## src/rtl/nvc_pkg.sv

```systemverilog
package nvc_pkg;

  typedef enum logic [3:0] {
    ST_DOWN,
    ST_COLD,
    ST_RESTORE,
    ST_REL,
    ST_EPUMP,
    ST_ERASE,
    ST_RUN,
    ST_SPUMP,
    ST_STORE
  } nvc_state_e;

  localparam logic [1:0] PE_IDLE = 2'b00;
  localparam logic [1:0] PE_PROG = 2'b01;
  localparam logic [1:0] PE_WIPE = 2'b10;

endpackage

```

## src/rtl/nvc_pg_filter.sv

```systemverilog
module nvc_pg_filter #(
  parameter int DEB_CYC = 4
) (
  input  logic clk,
  input  logic rst_n,
  input  logic raw,
  output logic filt
);
  localparam int CW = $clog2(DEB_CYC + 1);

  logic [CW-1:0] cnt;
  logic          differs;
  logic          flip;

  assign differs = (raw != filt);
  assign flip    = differs && (cnt == CW'(DEB_CYC - 1));

  always_ff @(posedge clk or negedge rst_n) begin
    if (!rst_n) begin
      cnt  <= '0;
      filt <= 1'b0;
    end else if (flip) begin
      cnt  <= '0;
      filt <= raw;
    end else if (differs) begin
      cnt  <= cnt + 1'b1;
    end else begin
      cnt  <= '0;
    end
  end
endmodule

```

## src/rtl/nvc_step_timer.sv

```systemverilog
module nvc_step_timer #(
  parameter int W = 16
) (
  input  logic         clk,
  input  logic         rst_n,
  input  logic         run,
  input  logic [W-1:0] len,
  output logic         last
);
  logic [W-1:0] cnt;

  function automatic logic [W-1:0] final_index(input logic [W-1:0] n);
    return (n == '0) ? '0 : n - 1'b1;
  endfunction

  assign last = run && (cnt == final_index(len));

  always_ff @(posedge clk or negedge rst_n) begin
    if (!rst_n)          cnt <= '0;
    else if (!run||last) cnt <= '0;
    else                 cnt <= cnt + 1'b1;
  end
endmodule

```

## src/rtl/nvc_ctrl.sv

```systemverilog
module nvc_ctrl
  import nvc_pkg::*;
#(
  parameter int DEB_CYC = 4,
  parameter int LEN_W   = 16
) (
  input  logic             clk,
  input  logic             rst_n,
  input  logic             pwr_good,
  input  logic             pump_ready,
  input  logic [LEN_W-1:0] store_len,
  input  logic [LEN_W-1:0] erase_len,
  output logic             cell_en,
  output logic [1:0]       pe_mode,
  output logic             pump_req,
  output logic             core_stall,
  output logic             core_rst
);
  nvc_state_e       state, state_nx;
  logic             pg_ok;
  logic             ckpt_valid;
  logic             step_run;
  logic             step_last;
  logic [LEN_W-1:0] step_len;

  // Named events for the checker
  logic ev_fail;
  logic ev_abort;
  logic ev_return;
  logic ev_store_done;
  logic in_bg;

  nvc_pg_filter #(.DEB_CYC(DEB_CYC)) u_filter (
    .clk  (clk),
    .rst_n(rst_n),
    .raw  (pwr_good),
    .filt (pg_ok)
  );

  assign step_run = (state == ST_STORE) || (state == ST_ERASE);
  assign step_len = (state == ST_STORE) ? store_len : erase_len;

  nvc_step_timer #(.W(LEN_W)) u_timer (
    .clk  (clk),
    .rst_n(rst_n),
    .run  (step_run),
    .len  (step_len),
    .last (step_last)
  );

  assign in_bg         = (state == ST_REL) || (state == ST_EPUMP) || (state == ST_ERASE);
  assign ev_fail       = (state == ST_RUN) && !pg_ok;
  assign ev_abort      = in_bg && !pg_ok;
  assign ev_return     = (state == ST_DOWN) && pg_ok;
  assign ev_store_done = (state == ST_STORE) && step_last;

  always_comb begin
    state_nx = state;
    unique case (state)
      ST_DOWN:    if (pg_ok) state_nx = ckpt_valid ? ST_RESTORE : ST_COLD;
      ST_COLD:    state_nx = ST_REL;
      ST_RESTORE: state_nx = ST_REL;
      ST_REL:     state_nx = !pg_ok ? ST_DOWN : ST_EPUMP;
      ST_EPUMP: begin
        if (!pg_ok)          state_nx = ST_DOWN;
        else if (pump_ready) state_nx = ST_ERASE;
      end
      ST_ERASE: begin
        if (!pg_ok)          state_nx = ST_DOWN;
        else if (step_last)  state_nx = ST_RUN;
      end
      ST_RUN:     if (!pg_ok) state_nx = ST_SPUMP;
      ST_SPUMP:   if (pump_ready) state_nx = ST_STORE;
      ST_STORE:   if (step_last) state_nx = ST_DOWN;
      default:    state_nx = ST_DOWN;
    endcase
  end

  always_ff @(posedge clk or negedge rst_n) begin
    if (!rst_n) begin
      state      <= ST_DOWN;
      ckpt_valid <= 1'b0;
    end else begin
      state <= state_nx;
      if (ev_store_done)  ckpt_valid <= 1'b1;
      else if (ev_return) ckpt_valid <= 1'b0;
    end
  end

  assign cell_en    = (state == ST_RESTORE);
  assign pe_mode    = (state == ST_STORE) ? PE_PROG :
                      (state == ST_ERASE) ? PE_WIPE : PE_IDLE;
  assign pump_req   = (state == ST_SPUMP) || (state == ST_STORE) ||
                      (state == ST_EPUMP) || (state == ST_ERASE);
  assign core_stall = (state == ST_DOWN) || (state == ST_COLD) || (state == ST_RESTORE) ||
                      (state == ST_SPUMP) || (state == ST_STORE);
  assign core_rst   = (state == ST_COLD);
endmodule

```

## config.mk

```make
export PLATFORM = sky130hd
export DESIGN_NAME = nvc_ctrl
export DESIGN_NICKNAME = d
export VERILOG_FILES = /design/src/rtl/nvc_pkg.sv /design/src/rtl/nvc_pg_filter.sv /design/src/rtl/nvc_step_timer.sv /design/src/rtl/nvc_ctrl.sv
export SDC_FILE = /design/constraint.sdc
export NUM_CORES = 1
export LEC_CHECK = 0
export ABC_AREA = 1
export BUFFER_PORTS_ARGS = -buffer_cell sky130_fd_sc_hd__clkbuf_2
export CORE_MARGIN = 2
export CORE_UTILIZATION = 58
export CTS_CLUSTER_DIAMETER = 100
export CTS_CLUSTER_SIZE = 20
export DETAILED_ROUTE_END_ITERATION = 10
export GPL_ROUTABILITY_DRIVEN = 1
export HOLD_SLACK_MARGIN = 0.06
export PLACE_DENSITY = 0.81
export SLEW_MARGIN = 10
export SYNTH_ARGS = -nofsm -noshare
export SYNTH_HDL_FRONTEND = slang
export SYNTH_SLANG_ARGS = --single-unit
```

## constraint.sdc

```tcl
create_clock -name clk -period 3.59 [get_ports clk]
set_clock_uncertainty 0.2 [all_clocks]
set_input_delay 0 -clock clk [delete_from_list [all_inputs] [get_ports clk]]
set_output_delay 0 -clock clk [all_outputs]
set_load 0.05 [all_outputs]
```

**After elaboration in Yosys (flattened, before gate mapping)**

Index checks and enable logic that the tools add are counted.

- Add/sub/neg operators: 3
- Eq/ne operators: 17
- Multiplexer cells: 20
- Reductions and logical operators: 19

Operators by type and width:

| operator | number |
|---|---|
| $mux W16 | 3 |
| $mux W4 | 8 |
| $pmux W4 S8 | 1 |
| $add A16 B1 Y16 const B | 1 |
| $eq A16 B16 Y1 | 1 |
| $eq A4 B3 Y1 const B | 4 |
| $logic_not A16 Y1 | 1 |
| $sub A16 B1 Y16 const B | 1 |
| $logic_or A1 B1 Y1 | 9 |
| $mux W3 | 3 |
| $eq A4 B2 Y1 const B | 2 |
| $mux W2 | 3 |
| $ne A2 B2 Y1 const B | 3 |
| $ne A3 B3 Y1 const B | 2 |
| $reduce_and A6 Y1 | 1 |
| $eq A4 B1 Y1 const B | 1 |
| $eq A4 B4 Y1 const B | 1 |
| $logic_and A1 B1 Y1 | 4 |
| $logic_not A4 Y1 | 1 |
| $add A3 B1 Y3 const B | 1 |
| $eq A3 B2 Y1 const B | 1 |
| $mux W1 | 2 |
| $ne A2 B1 Y1 const B | 1 |
| $reduce_bool A2 Y1 | 1 |
| other kinds (3) | 3 |

- Bits in registers: 25
- Output and inout port bits: 6

**Depth between registers and ports, before layout**

Gate-level depths: netlist of run 1.

- Word-level depth: 9
- Gate-level depth with buffers: 25
- Mapped depth without buffers: 24

**Cells and area by module**

A second synthesis of run 1 with hierarchy kept.

- Cells, all modules: 412
- Area, all modules: 2501.1 um2

Modules (own cells, without submodules):

| module | instances | cells each | area each (um2) | sequential area each (um2) |
|---|---|---|---|---|
| nvc_step_timer | 1 | 265 | 1651.6 | 400.4 |
| nvc_ctrl | 1 | 126 | 661.9 | 125.1 |
| nvc_pg_filter | 1 | 21 | 187.7 | 100.1 |

**Least setup slack after synthesis of run 1**

OpenSTA, ideal clock, no wires.

- Path kind: register to register
- From: register state[2]
- To: register u_timer.cnt[10]
- Data arrival time: 2.476 ns
- Required time: 3.256 ns
- Slack: 0.780 ns
- Cell stages (with the launch flop): 21
- Clock period less this slack: 2.810 ns
- Path through: dfrtp_1 nor2_4 buf_6 nand3_1 nand2_1 ha_1 inv_1 nor2_1 nand2_1 nor2_1 nand2_2 buf_4 nand4_1 inv_2 nor2_1 nand2_1 nor2_2 nand3_2 nand2_2 buf_6 nor3_2

- Cells in the longest elaborated chain, start to end: 8

RTL lines:

| element | RTL line | source |
|---|---|---|
| start, declared | nvc_ctrl.sv:19 | `nvc_state_e state, state_nx;` |
| start signal, assigned | nvc_ctrl.sv:84 | `state <= state_nx;` |
| $eq A4 B4 Y1 | nvc_ctrl.sv:40, nvc_ctrl.sv:41 |  |
| $mux W16 | nvc_ctrl.sv:41 | `assign step_len = (state == ST_STORE) ? store_len : erase_len;` |
| $sub A16 B1 Y16 / $logic_not A16 Y1 (equally long branches) | nvc_step_timer.sv:13 | `return (n == '0) ? '0 : n - 1'b1;` |
| $mux W16 | nvc_step_timer.sv:13 |  |
| $eq A16 B16 Y1 | nvc_step_timer.sv:16 | `assign last = run && (cnt == final_index(len));` |
| $logic_and A1 B1 Y1 | nvc_step_timer.sv:16 |  |
| $logic_or A1 B1 Y1 (*) | nvc_step_timer.sv:20 | `else if (!run\|\|last) cnt <= '0;` |
| $mux W16 (*) | nvc_step_timer.sv:20 |  |
| end signal, assigned | nvc_step_timer.sv:21 | `else cnt <= cnt + 1'b1;` |
| end, declared | nvc_step_timer.sv:10 | `logic [W-1:0] cnt;` |

Mark *: on every way between the ends. The rest lies on a longest branch, timed or not.
A chain may end at the register's enable or synchronous reset.

**Final worst setup path of run 1**

- From: register state[2]
- To: register state[1]

- Cells in the longest elaborated chain, start to end: 8

RTL lines:

| element | RTL line |
|---|---|
| $eq A4 B4 Y1 | nvc_ctrl.sv:40, nvc_ctrl.sv:41, nvc_ctrl.sv:59 |
| $mux W16 | nvc_ctrl.sv:41 |
| $sub A16 B1 Y16 / $logic_not A16 Y1 (equally long branches) | nvc_step_timer.sv:13 |
| $mux W16 | nvc_step_timer.sv:13 |
| $eq A16 B16 Y1 | nvc_step_timer.sv:16 |
| $logic_and A1 B1 Y1 | nvc_step_timer.sv:16 |
| $ne A3 B3 Y1 (no line) / $ne A2 B2 Y1 (equally long branches) | - |
| $reduce_and A6 Y1 (no line) | - |

Several ways; a longest one is shown, not always the timed one.

==> impl_metrics.toml, run 1 <==
[worst_setup_path]
path_class = "reg -> reg"
crit_slowest_cell = "dfrtp_1"
path_common_cell = "nand2_1"
cp.required_ns = 3.56
cp.arrival_ns = 3.24
regToRegSetupSlack_ns = 0.31
cp_max_fo = 6
reg2reg_depth = 18
slowest_delay_ns = 0.47
cp_cell_sequence = "nor2_4, buf_4, nand3b_1, nand2_1, ha_1, nand2_1, nor2_1, nand2_1, o21ai_1, nand3_1, nand2_1, nand4_1, nor2_1, nand3_2, nand2_2, nand2_2, nand2_1, nand2_1"
r2r-start = "state[2]"
cp-end-kind = "flop"
r2r_end = "state[1]"
cp-endpoint = "state[1]"
crit_start = "state[2]"
cp-start-kind = "flop"

[synthesis]
ys_seq_area_share_pct = 23.7
synth_nets = 484
yosysTopAreaCellShare_pct = 23.7
synth.lib_cells_used.distinct = 28
yosysTopAreaCell = "dfrtp_1"
ys_ff_latch = 25
synth.area.top_cells = "dfrtp_1 24%, nand2_1 21%, nand3_1 9.5%"
syn_avg_cell_area_um2 = 5.95
synth_warnings = 0
postSynthCellCount = 443
syn_area_mm2 = 0.00264

[die]
dieArea_mm2 = 0.00510
rows = 24
die_h_um = 71.4
core_area_mm2 = 0.00435
ios = 42
die_w_um = 71.4
initial_core_util_pct = 60.6

[drt]
wl_met2_um = 2850
drt-pass1-iter-count = 4
routed_wire_length_per_instance_um = 11.9
wl_met3_um = 409
wl_um = 6510
drc_errors = 0
num_vias = 2860
highest_layer = "met4"
ant_nets = 0
viasPerCell = 5.24
drtIter0Drc = 198
m1WireLength_um = 3150

[clock_network]
cts_buffer_depth = 2
cts_inserted_buffers = 3
cts_tree = "built"
clkLatencyLatePin_ns = 0.27
worst_setup_hold_path_clk_slew_ns = 0.08
cts_sinks = 25
root_buffer = "clkbuf_8"
h-tree-depth = 1

[layout]
nets = 536
utilization_pct = 69.8
fill_cells = 398
fin_cells = 546
num_antenna_cells = 0
area_growth_syn_to_layout_pct = 15.2
layout-drive-gt1-share_pct = 18.6

[place]
dp_cells = 527
portBuffers = 41
place_congestion = 0.936
place_hpwl_um = 4900
place_ws_ns = -0.0159

[timing]
fmax_ghz = 0.305
slew_viol_final = 0
finalSetupViolations = 0
timing.final.ws_setup_ns = 0.311
period_needed_ns = 3.28
rsz0062_at_grt = "no"
worst_slew_pin_slew_ns = 0.703
timing.slew.headroom_pct = 52.6
finalCritPeriodShare_pct = 91.3
whs_ns = 0.0602
hold_viol = 0

[status]
status = "complete, no violations"

[global_routing]
grt_max_degree = 36
antenna_found_initial = 0
grt_pass1_vias = 2407
overflow = 0
grt.total_usage_pct = 24.4
grt_pass1_wl_um = 10200

[flow_run]
max_cap_viol_count = 0

[power]
total_power_mw = 1.25
powerDensity_mw_per_mm2 = 411
power.leakage_nw = 1.63
peakVddDrop_mv = 0.346

[worst_hold_path]
hold_class = "in -> async"
cell usage after synthesis:
library cell  instances
or2_2                 1
nand2_2               7
inv_2                 2
nor2_4                3
nor2_2               12
buf_4                 4
dfrtp_1              25
nor3b_1               1
clkinv_1              1
buf_6                 5
inv_1                59
a211oi_1              1
ha_1                  5
a21oi_1               7
nor2_1               44
nand4_1              10
buf_2                 3
xnor2_1               1
nand2_4               1
o21ai_1               4
nor3_1               11
o21ai_0              10
nor3_2                3
nand3_2               2
nand3b_1             15
nand3_1              50
xor2_1                7
nand2_1             149
placed cells by master (no fill, tap or decap):
master         instances
nand4_1               10
nor2_2                13
nand3_2                2
xor2_1                 7
nand2_8                1
nand2_1              149
nor2_4                 4
dlygate4sd3_1          3
clkinv_2               1
o21ai_0               10
or2_2                  1
ha_1                   5
inv_1                 59
nand3b_1              15
xnor2_1                1
a21oi_1                7
buf_4                 10
clkbuf_2              42
nor3b_1                1
nand2_2                5
nor3_2                 3
buf_12                 1
nand3_1               50
nand2_4                4
clkinv_1               1
dfrtp_1               25
inv_2                  2
nor3_1                11
o21ai_1                4
clkbuf_8               3
nor2_1                43
a211oi_1               1
worst max-delay path: cells and delay by family (launching register included):
kind / cells / cell delay (ns)
AND/OR/NAND/NOR: 15 / 1.90
buffers and inverters: 1 / 0.18
adder cells (fa/ha/maj): 1 / 0.20
flip-flops: 1 / 0.47
AO/OA/AOI/OAI: 1 / 0.21
flip-flops by register name (all words and copies together), names as in the netlist:
register       flops
u_filter.cnt       3
state              4
u_filter.filt      1
u_timer.cnt       16
ckpt_valid         1
timing repair:
action | CTS | global route
resized for setup | 2 | 4
cloned | 0 | 3
pin swaps | 1 | 4
hold endpoints to repair | 33 | 0
hold buffers | 3 | 0
setup endpoints to repair | 5 | 21
setup buffers | 0 | 9
logic make-up (layout without fill, tap and decap cells):
kind of cell	count (synthesis)	after routing	synth area share (%)
adders and majority gates	5	5	2.37
DFF	25	25	23.7
buffers and inverters	74	122	12.7
and+or+nand+nor	309	312	54.3
xor gates and xnor gates	8	8	2.66
AOI/OAI and AO/OA	22	22	4.27
metal layers:
layer	up-vias	global-route usage (%)
li1	1504	-
met5	-	0
met1	1260	36.3
met3	12	1.69
met2	84	39.0
met4	0	5.87
layout make-up:
| cell class | instances | area (um^2) | share of cell area (%) |
|---|---|---|---|
| clock inverter | 1 | 5.00 | 0.165 |
| timing repair buffer | 56 | 335 | 11.0 |
| tap | 52 | 65.1 | 2.14 |
| multi-input combinational | 347 | 1730 | 57.0 |
| sequential | 25 | 626 | 20.6 |
| clock buffer | 3 | 41.3 | 1.36 |
| inverter | 62 | 233 | 7.66 |
where the power goes:
group          total (mW)  internal (mW)  switching (mW)
combinational       0.722          0.254           0.468
clock               0.163         0.0776          0.0858
sequential          0.363          0.319          0.0434
total                1.25          0.651           0.597
stage by stage:
step,setup TNS [ns],instance area (um^2)
3_3_place_gp,0,2830
2_1_floorplan,0,2640
3_5_place_dp,-0.0265,2830
6_report,0,3040
5_1_grt,0,3040
4_1_cts,0,2920
worst min-delay path by stage:
stage / from / endpoint / slack (ns) / cells after the start
5_1_grt: rst_n / u_filter.cnt[2] / 0.13 / 2
4_1_cts: rst_n / u_filter.cnt[2] / 0.08 / 2
3_5_place_dp: rst_n / u_filter.cnt[2] / -0.17 / 1
6_report: rst_n / u_filter.cnt[1] / 0.06 / 2
3_3_place_gp: rst_n / u_filter.cnt[2] / -0.17 / 1
2_1_floorplan: rst_n / ckpt_valid / -0.50 / 0
Power figures use the tool's default switching activity.
==> run 2, diff against run 1 <==
--- a/config.mk
+++ b/config.mk
@@ -7,6 +7,7 @@
 export LEC_CHECK = 0
 export ABC_AREA = 1
 export BUFFER_PORTS_ARGS = -buffer_cell sky130_fd_sc_hd__clkbuf_2
+export CORE_ASPECT_RATIO = 1.5
 export CORE_MARGIN = 2
 export CORE_UTILIZATION = 58
 export CTS_CLUSTER_DIAMETER = 100
==> run 2 against run 1 <==
Effect of this change:
- sequential power is essentially flat
- register-to-register slack improved by 0.13 ns
- clock power grew 7%
- sequential cell count did not move
- largest cell class unchanged
==> impl_metrics.toml, run 2 (synthesis gave the netlist of run 1 again) <==
[worst_setup_path]
cp.required_ns = 3.57
cp-start-kind = "flop"
cp.arrival_ns = 3.13
cp_max_fo = 31
path_class = "reg -> reg"
crit_buf_inv = 1
slowest_delay_ns = 0.46
cp_cell_sequence = "nor2_4, nand2_4, nand2_1, nand2_1, ha_1, inv_1, nor2_1, nand2_1, nor2_1, nand2_4, nand2_1, nand2_1, nand2_1, nand2_1, nor2_1, nand2_1, nor2_2, nand3_2, nand2_2, nand2_2, nand2_1, nand2_1"
cp-end-kind = "flop"
path_delay_family = "simple AND/OR/NAND/NOR gates"
crit_slowest_cell = "dfrtp_1"
path_common_cell = "nand2_1"

[timing]
timing.final.ws_setup_ns = 0.436
timing.slew.headroom_pct = 57.4
fmax_ghz = 0.317
finalSetupViolations = 0
worst_slew_pin_slew_ns = 0.632
slew_viol_final = 0
rsz0062_at_grt = "no"
whs_ns = 0.0503
period_needed_ns = 3.15
finalCritPeriodShare_pct = 87.9
hold_viol = 0
finalSetupTns_ns = 0

[die]
rows = 30
die_h_um = 86.6
dieArea_mm2 = 0.00511
initial_core_util_pct = 59.0
die_w_um = 59.1
ios = 42
core_area_mm2 = 0.00447

[global_routing]
use_met2_pct = 39.8
overflow = 0
grt_pass1_wl_um = 9670
grt_pass1_vias = 2318
grt_max_degree = 32
grtUsageMet1_pct = 30.6
grt-busiest-layer = "met2"
grt.total_usage_pct = 23.8
antenna_found_initial = 0
met3_usage_pct = 2.39

[clock_network]
cts_buffer_depth = 2
post_cts_buffers = 0
clkLatencyLatePin_ns = 0.28
worst_setup_hold_path_clk_slew_ns = 0.10
h-tree-depth = 1
root_buffer = "clkbuf_8"
cts_inserted_buffers = 3
cts_tree = "built"
cts_sinks = 25

[place]
portBuffers = 41
place_congestion = 0.912
place_hpwl_um = 4760
dp_cells = 523
placed_cell_area_mm2 = 0.00282
place_ws_ns = 0.151

[layout]
layout_common_cells = "149 x nand2_1, 59 x inv_1, 50 x nand3_1, 43 x nor2_1, 41 x clkbuf_2"
layout-drive-gt1-share_pct = 16.6
largest_reg_flops = 16
num_antenna_cells = 0
reg_top3 = "u_timer.cnt: 16 flops, state: 4 flops, u_filter.cnt: 3 flops"
top_register = "u_timer.cnt"
utilization_pct = 65.5
area_growth_syn_to_layout_pct = 10.9
nets = 524
final_cell_area_mm2 = 0.00292
final_common_cell = "nand2_1"
fin_cells = 530

[drt]
viasPerCell = 5.22
drt-pass1-iter-count = 4
drc_errors = 0
drtIter0Drc = 230
wl_um = 5930
num_vias = 2765
ant_nets = 0
routed_wire_length_per_instance_um = 11.2

[power]
power.leakage_nw = 1.56
peakVddDrop_mv = 0.296
total_power_mw = 1.16
powerDensity_mw_per_mm2 = 397

[flow_run]
max_cap_viol_count = 0

[status]
status = "complete, no violations"

[worst_hold_path]
hold_class = "in -> async"
-- run 2: cell types whose count changed in the layout (fill, tap and decap cells not counted) --
cell,before,now
nand2_8,1,0
nor2_2,13,12
clkinvlp_4,0,1
buf_4,10,2
clkbuf_2,42,41
nand2_4,4,3
buf_6,0,1
clkinv_2,1,0
buf_12,1,0
-- run 2: cell type report --
cell class                      instances  area, um^2
Multi-Input combinational cell        344        1700
Fill cell                             415        1540
Sequential cell                        25         626
Timing Repair Buffer                   47         262
Inverter                               62         233
Tap cell                               48        60.1
Clock buffer                            3        41.3
Clock inverter                          1        7.51
-- run 2: routing by layer --
layer / share of wire (%) / up-vias / wire length, um
met1: 46 / 1222 / 2750
li1: - / 1471 / -
met2: 47 / 56 / 2810
met4: 3.4 / 0 / 199
met3: 2.9 / 16 / 170
met5: 0 / - / 0
-- run 2: repair_timing --
item / in CTS / in global routing
resized for setup: 0 / 5
hold endpoints to repair: 33 / 0
hold buffers: 3 / 0
endpoints found under the setup margin: 0 / 17
-- run 2: final timing paths --
check	slack, ns	depth (start not counted)	endpoint	from
max	0.44	22	state[1]	state[0]
min	0.05	2	u_filter.cnt[2]	rst_n
max reg2reg	0.44	22	state[1]	state[0]
min reg2reg	0.25	1	u_filter.cnt[0]	u_filter.cnt[0]
max in group asynchronous	2.72	2	u_timer.cnt[11]	rst_n
min in group clk	0.25	1	u_filter.cnt[0]	u_filter.cnt[0]
-- run 2: power breakdown --
part / switching [mW] / internal [mW]
Clock: 0.0963 / 0.0789
Sequential: 0.0420 / 0.319
Combinational: 0.434 / 0.189
==> run 3, diff against run 2 <==
--- a/config.mk
+++ b/config.mk
@@ -6,16 +6,17 @@
 export NUM_CORES = 1
 export LEC_CHECK = 0
 export ABC_AREA = 1
-export BUFFER_PORTS_ARGS = -buffer_cell sky130_fd_sc_hd__clkbuf_2
 export CORE_ASPECT_RATIO = 1.5
 export CORE_MARGIN = 2
-export CORE_UTILIZATION = 58
+export CORE_UTILIZATION = 62
 export CTS_CLUSTER_DIAMETER = 100
 export CTS_CLUSTER_SIZE = 20
 export DETAILED_ROUTE_END_ITERATION = 10
+export DONT_BUFFER_PORTS = 1
 export GPL_ROUTABILITY_DRIVEN = 1
+export GPL_TIMING_DRIVEN = 0
 export HOLD_SLACK_MARGIN = 0.06
-export PLACE_DENSITY = 0.81
+export PLACE_DENSITY = 0.78
 export SLEW_MARGIN = 10
 export SYNTH_ARGS = -nofsm -noshare
 export SYNTH_HDL_FRONTEND = slang
==> run 3 against run 2 <==
Effect of this change:
- via count is 2.4% lower
- combinational power fell by 0.8%
- maximum frequency shrank 1.1%
- critical path type unchanged
==> impl_metrics.toml, run 3 (synthesis gave the netlist of run 1 again) <==
[clock_network]
h-tree-depth = 1
worst_setup_hold_path_clk_slew_ns = 0.10
root_buffer = "clkbuf_8"
cts_inserted_buffers = 3
cts_tree = "built"
clkLatencyLatePin_ns = 0.28
cts_sinks = 25
cts_buffer_depth = 2

[die]
die_h_um = 83.9
die_w_um = 57.3
rows = 29
core_area_mm2 = 0.00417
dieArea_mm2 = 0.00480
ios = 42
initial_core_util_pct = 63.2

[global_routing]
grt_max_degree = 26
antenna_found_initial = 0
grt.total_usage_pct = 27.6
overflow = 0
grt_pass1_vias = 2557
grt_pass1_wl_um = 10900

[worst_setup_path]
cp-start-kind = "flop"
cp_cell_sequence = "nor2_4, buf_4, nand3_1, nand2_1, ha_1, nand2_1, nor2_2, nand2_1, nand2_1, o21ai_0, nand3_1, nand2_1, inv_1, nand3_1, nor2_1, nand3_2, nand2_2, buf_6, nor3_2"
slowest_delay_ns = 0.45
path_class = "reg -> reg"
regToRegSetupSlack_ns = 0.40
path_common_cell = "nand2_1"
cp.arrival_ns = 3.14
cp.required_ns = 3.54
reg2reg_depth = 19
cp-end-kind = "flop"
cp_max_fo = 10
crit_slowest_cell = "dfrtp_1"

[layout]
nets = 496
top_register = "u_timer.cnt"
final_cell_area_mm2 = 0.00284
fill_cells = 419
reg_top3 = "u_timer.cnt: 16 flops, state: 4 flops, u_filter.cnt: 3 flops"
layout_common_cells = "149 x nand2_1, 59 x inv_1, 50 x nand3_1, 43 x nor2_1, 25 x dfrtp_1"
final_common_cell = "nand2_1"
layout-drive-gt1-share_pct = 11.2
num_antenna_cells = 0
largest_reg_flops = 16
area_growth_syn_to_layout_pct = 7.68

[power]
peakVddDrop_mv = 0.662
power.leakage_nw = 1.44
switching_share_pct = 49.6
powerDensity_mw_per_mm2 = 408
p_sw_uw = 575
p_seq_share_pct = 31.2
pwr-share-clk_pct = 15.6
total_power_mw = 1.16
comb_power_share_pct = 53.3
internal-power_uw = 585

[place]
placed_cell_area_mm2 = 0.00270
place_congestion = 0.884
place_hpwl_um = 5080
portBuffers = 0

[timing]
period_needed_ns = 3.19
timing.slew.headroom_pct = 35.3
finalSetupTns_ns = 0
slew_viol_final = 0
hold_viol = 0
rsz0062_at_grt = "no"
fmax_ghz = 0.313
finalCritPeriodShare_pct = 88.9
finalSetupViolations = 0
whs_ns = 0.227
worst_slew_pin_slew_ns = 0.967

[drt]
wl_um = 6350
drtIter0Drc = 193
drt-pass1-iter-count = 4
ant_nets = 0
wl_met3_um = 299
m1WireLength_um = 2760
highest_layer = "met4"
routed_wire_length_per_instance_um = 12.7
wl_met2_um = 3190
drc_errors = 0
num_vias = 2699
viasPerCell = 5.40

[status]
status = "complete, no violations"

[flow_run]
max_cap_viol_count = 0

[worst_hold_path]
hold_class = "in -> reg"
hold_depth = 3
## run 3: changes by cell type in the layout (fill, tap and decap cells not counted), sizes merged
cell,previous run,this run
dlygate4sd3,3,4
inv,61,62
clkinvlp,1,0
buf,3,15
clkbuf,44,3
## run 3: repair_timing
action	4_1_cts	5_1_grt
endpoints found under the hold margin	33	0
resized for setup	0	2
buffers inserted	0	1
hold buffers	6	0
setup endpoints to repair	0	14
## run 3: worst max-delay path: cells and delay by family, from the launching register on
kind,cells,cell delay [ns]
AND/OR/NAND/NOR,14,1.64
AO/OA/AOI/OAI,1,0.13
adder cells (fa/ha/maj),1,0.22
flip-flops,1,0.45
buffers and inverters,3,0.43
## run 3: path summary, 6_finish.rpt
kind | startpoint | endpoint
max in group asynchronous | rst_n | u_timer.cnt[15]
worst max register to register | state[1] | u_timer.cnt[10]
min in group asynchronous | rst_n | u_filter.filt
worst min-delay path | pwr_good | u_filter.filt
worst max-delay path | state[1] | u_timer.cnt[10]
worst min register to register | u_filter.cnt[0] | u_filter.cnt[0]
## run 3: per-stage QoR
stage	std cells	worst slack, ns	utilization [%]
global route	500	0.0319	68.1
CTS	499	0.199	67.7
floorplan	443	0.780	-
detailed placement	489	0.241	64.6
finish	500	0.400	68.1
global placement	489	0.278	64.6
## run 3: layout make-up
type,count,area [um^2],area share (%)
plain buffers,12,101,3.57
clock inverters,1,8.76,0.308
well taps,46,57.6,2.03
flip-flops and latches,25,626,22.0
inverters,62,233,8.19
repair buffers,7,87.6,3.08
multi-input cells,344,1690,59.3
clock buffers,3,41.3,1.45
## run 3: per-layer routing
| metal | vias up | global-route usage, % |
|---|---|---|
| li1 | 1417 | - |
| met1 | 1202 | 34.3 |
| met2 | 67 | 48.3 |
| met3 | 13 | 4.19 |
| met4 | 0 | 8.25 |
| met5 | - | 0 |
## run 3: power groups by stage
stage,clock [mW],combinational [mW],sequential (mW)
3_5_place_dp,0,0.588,0.363
6_report,0.181,0.618,0.361
5_1_grt,0.195,0.690,0.368
3_3_place_gp,0,0.579,0.362
2_1_floorplan,0,0.499,0.355
4_1_cts,0.187,0.606,0.357
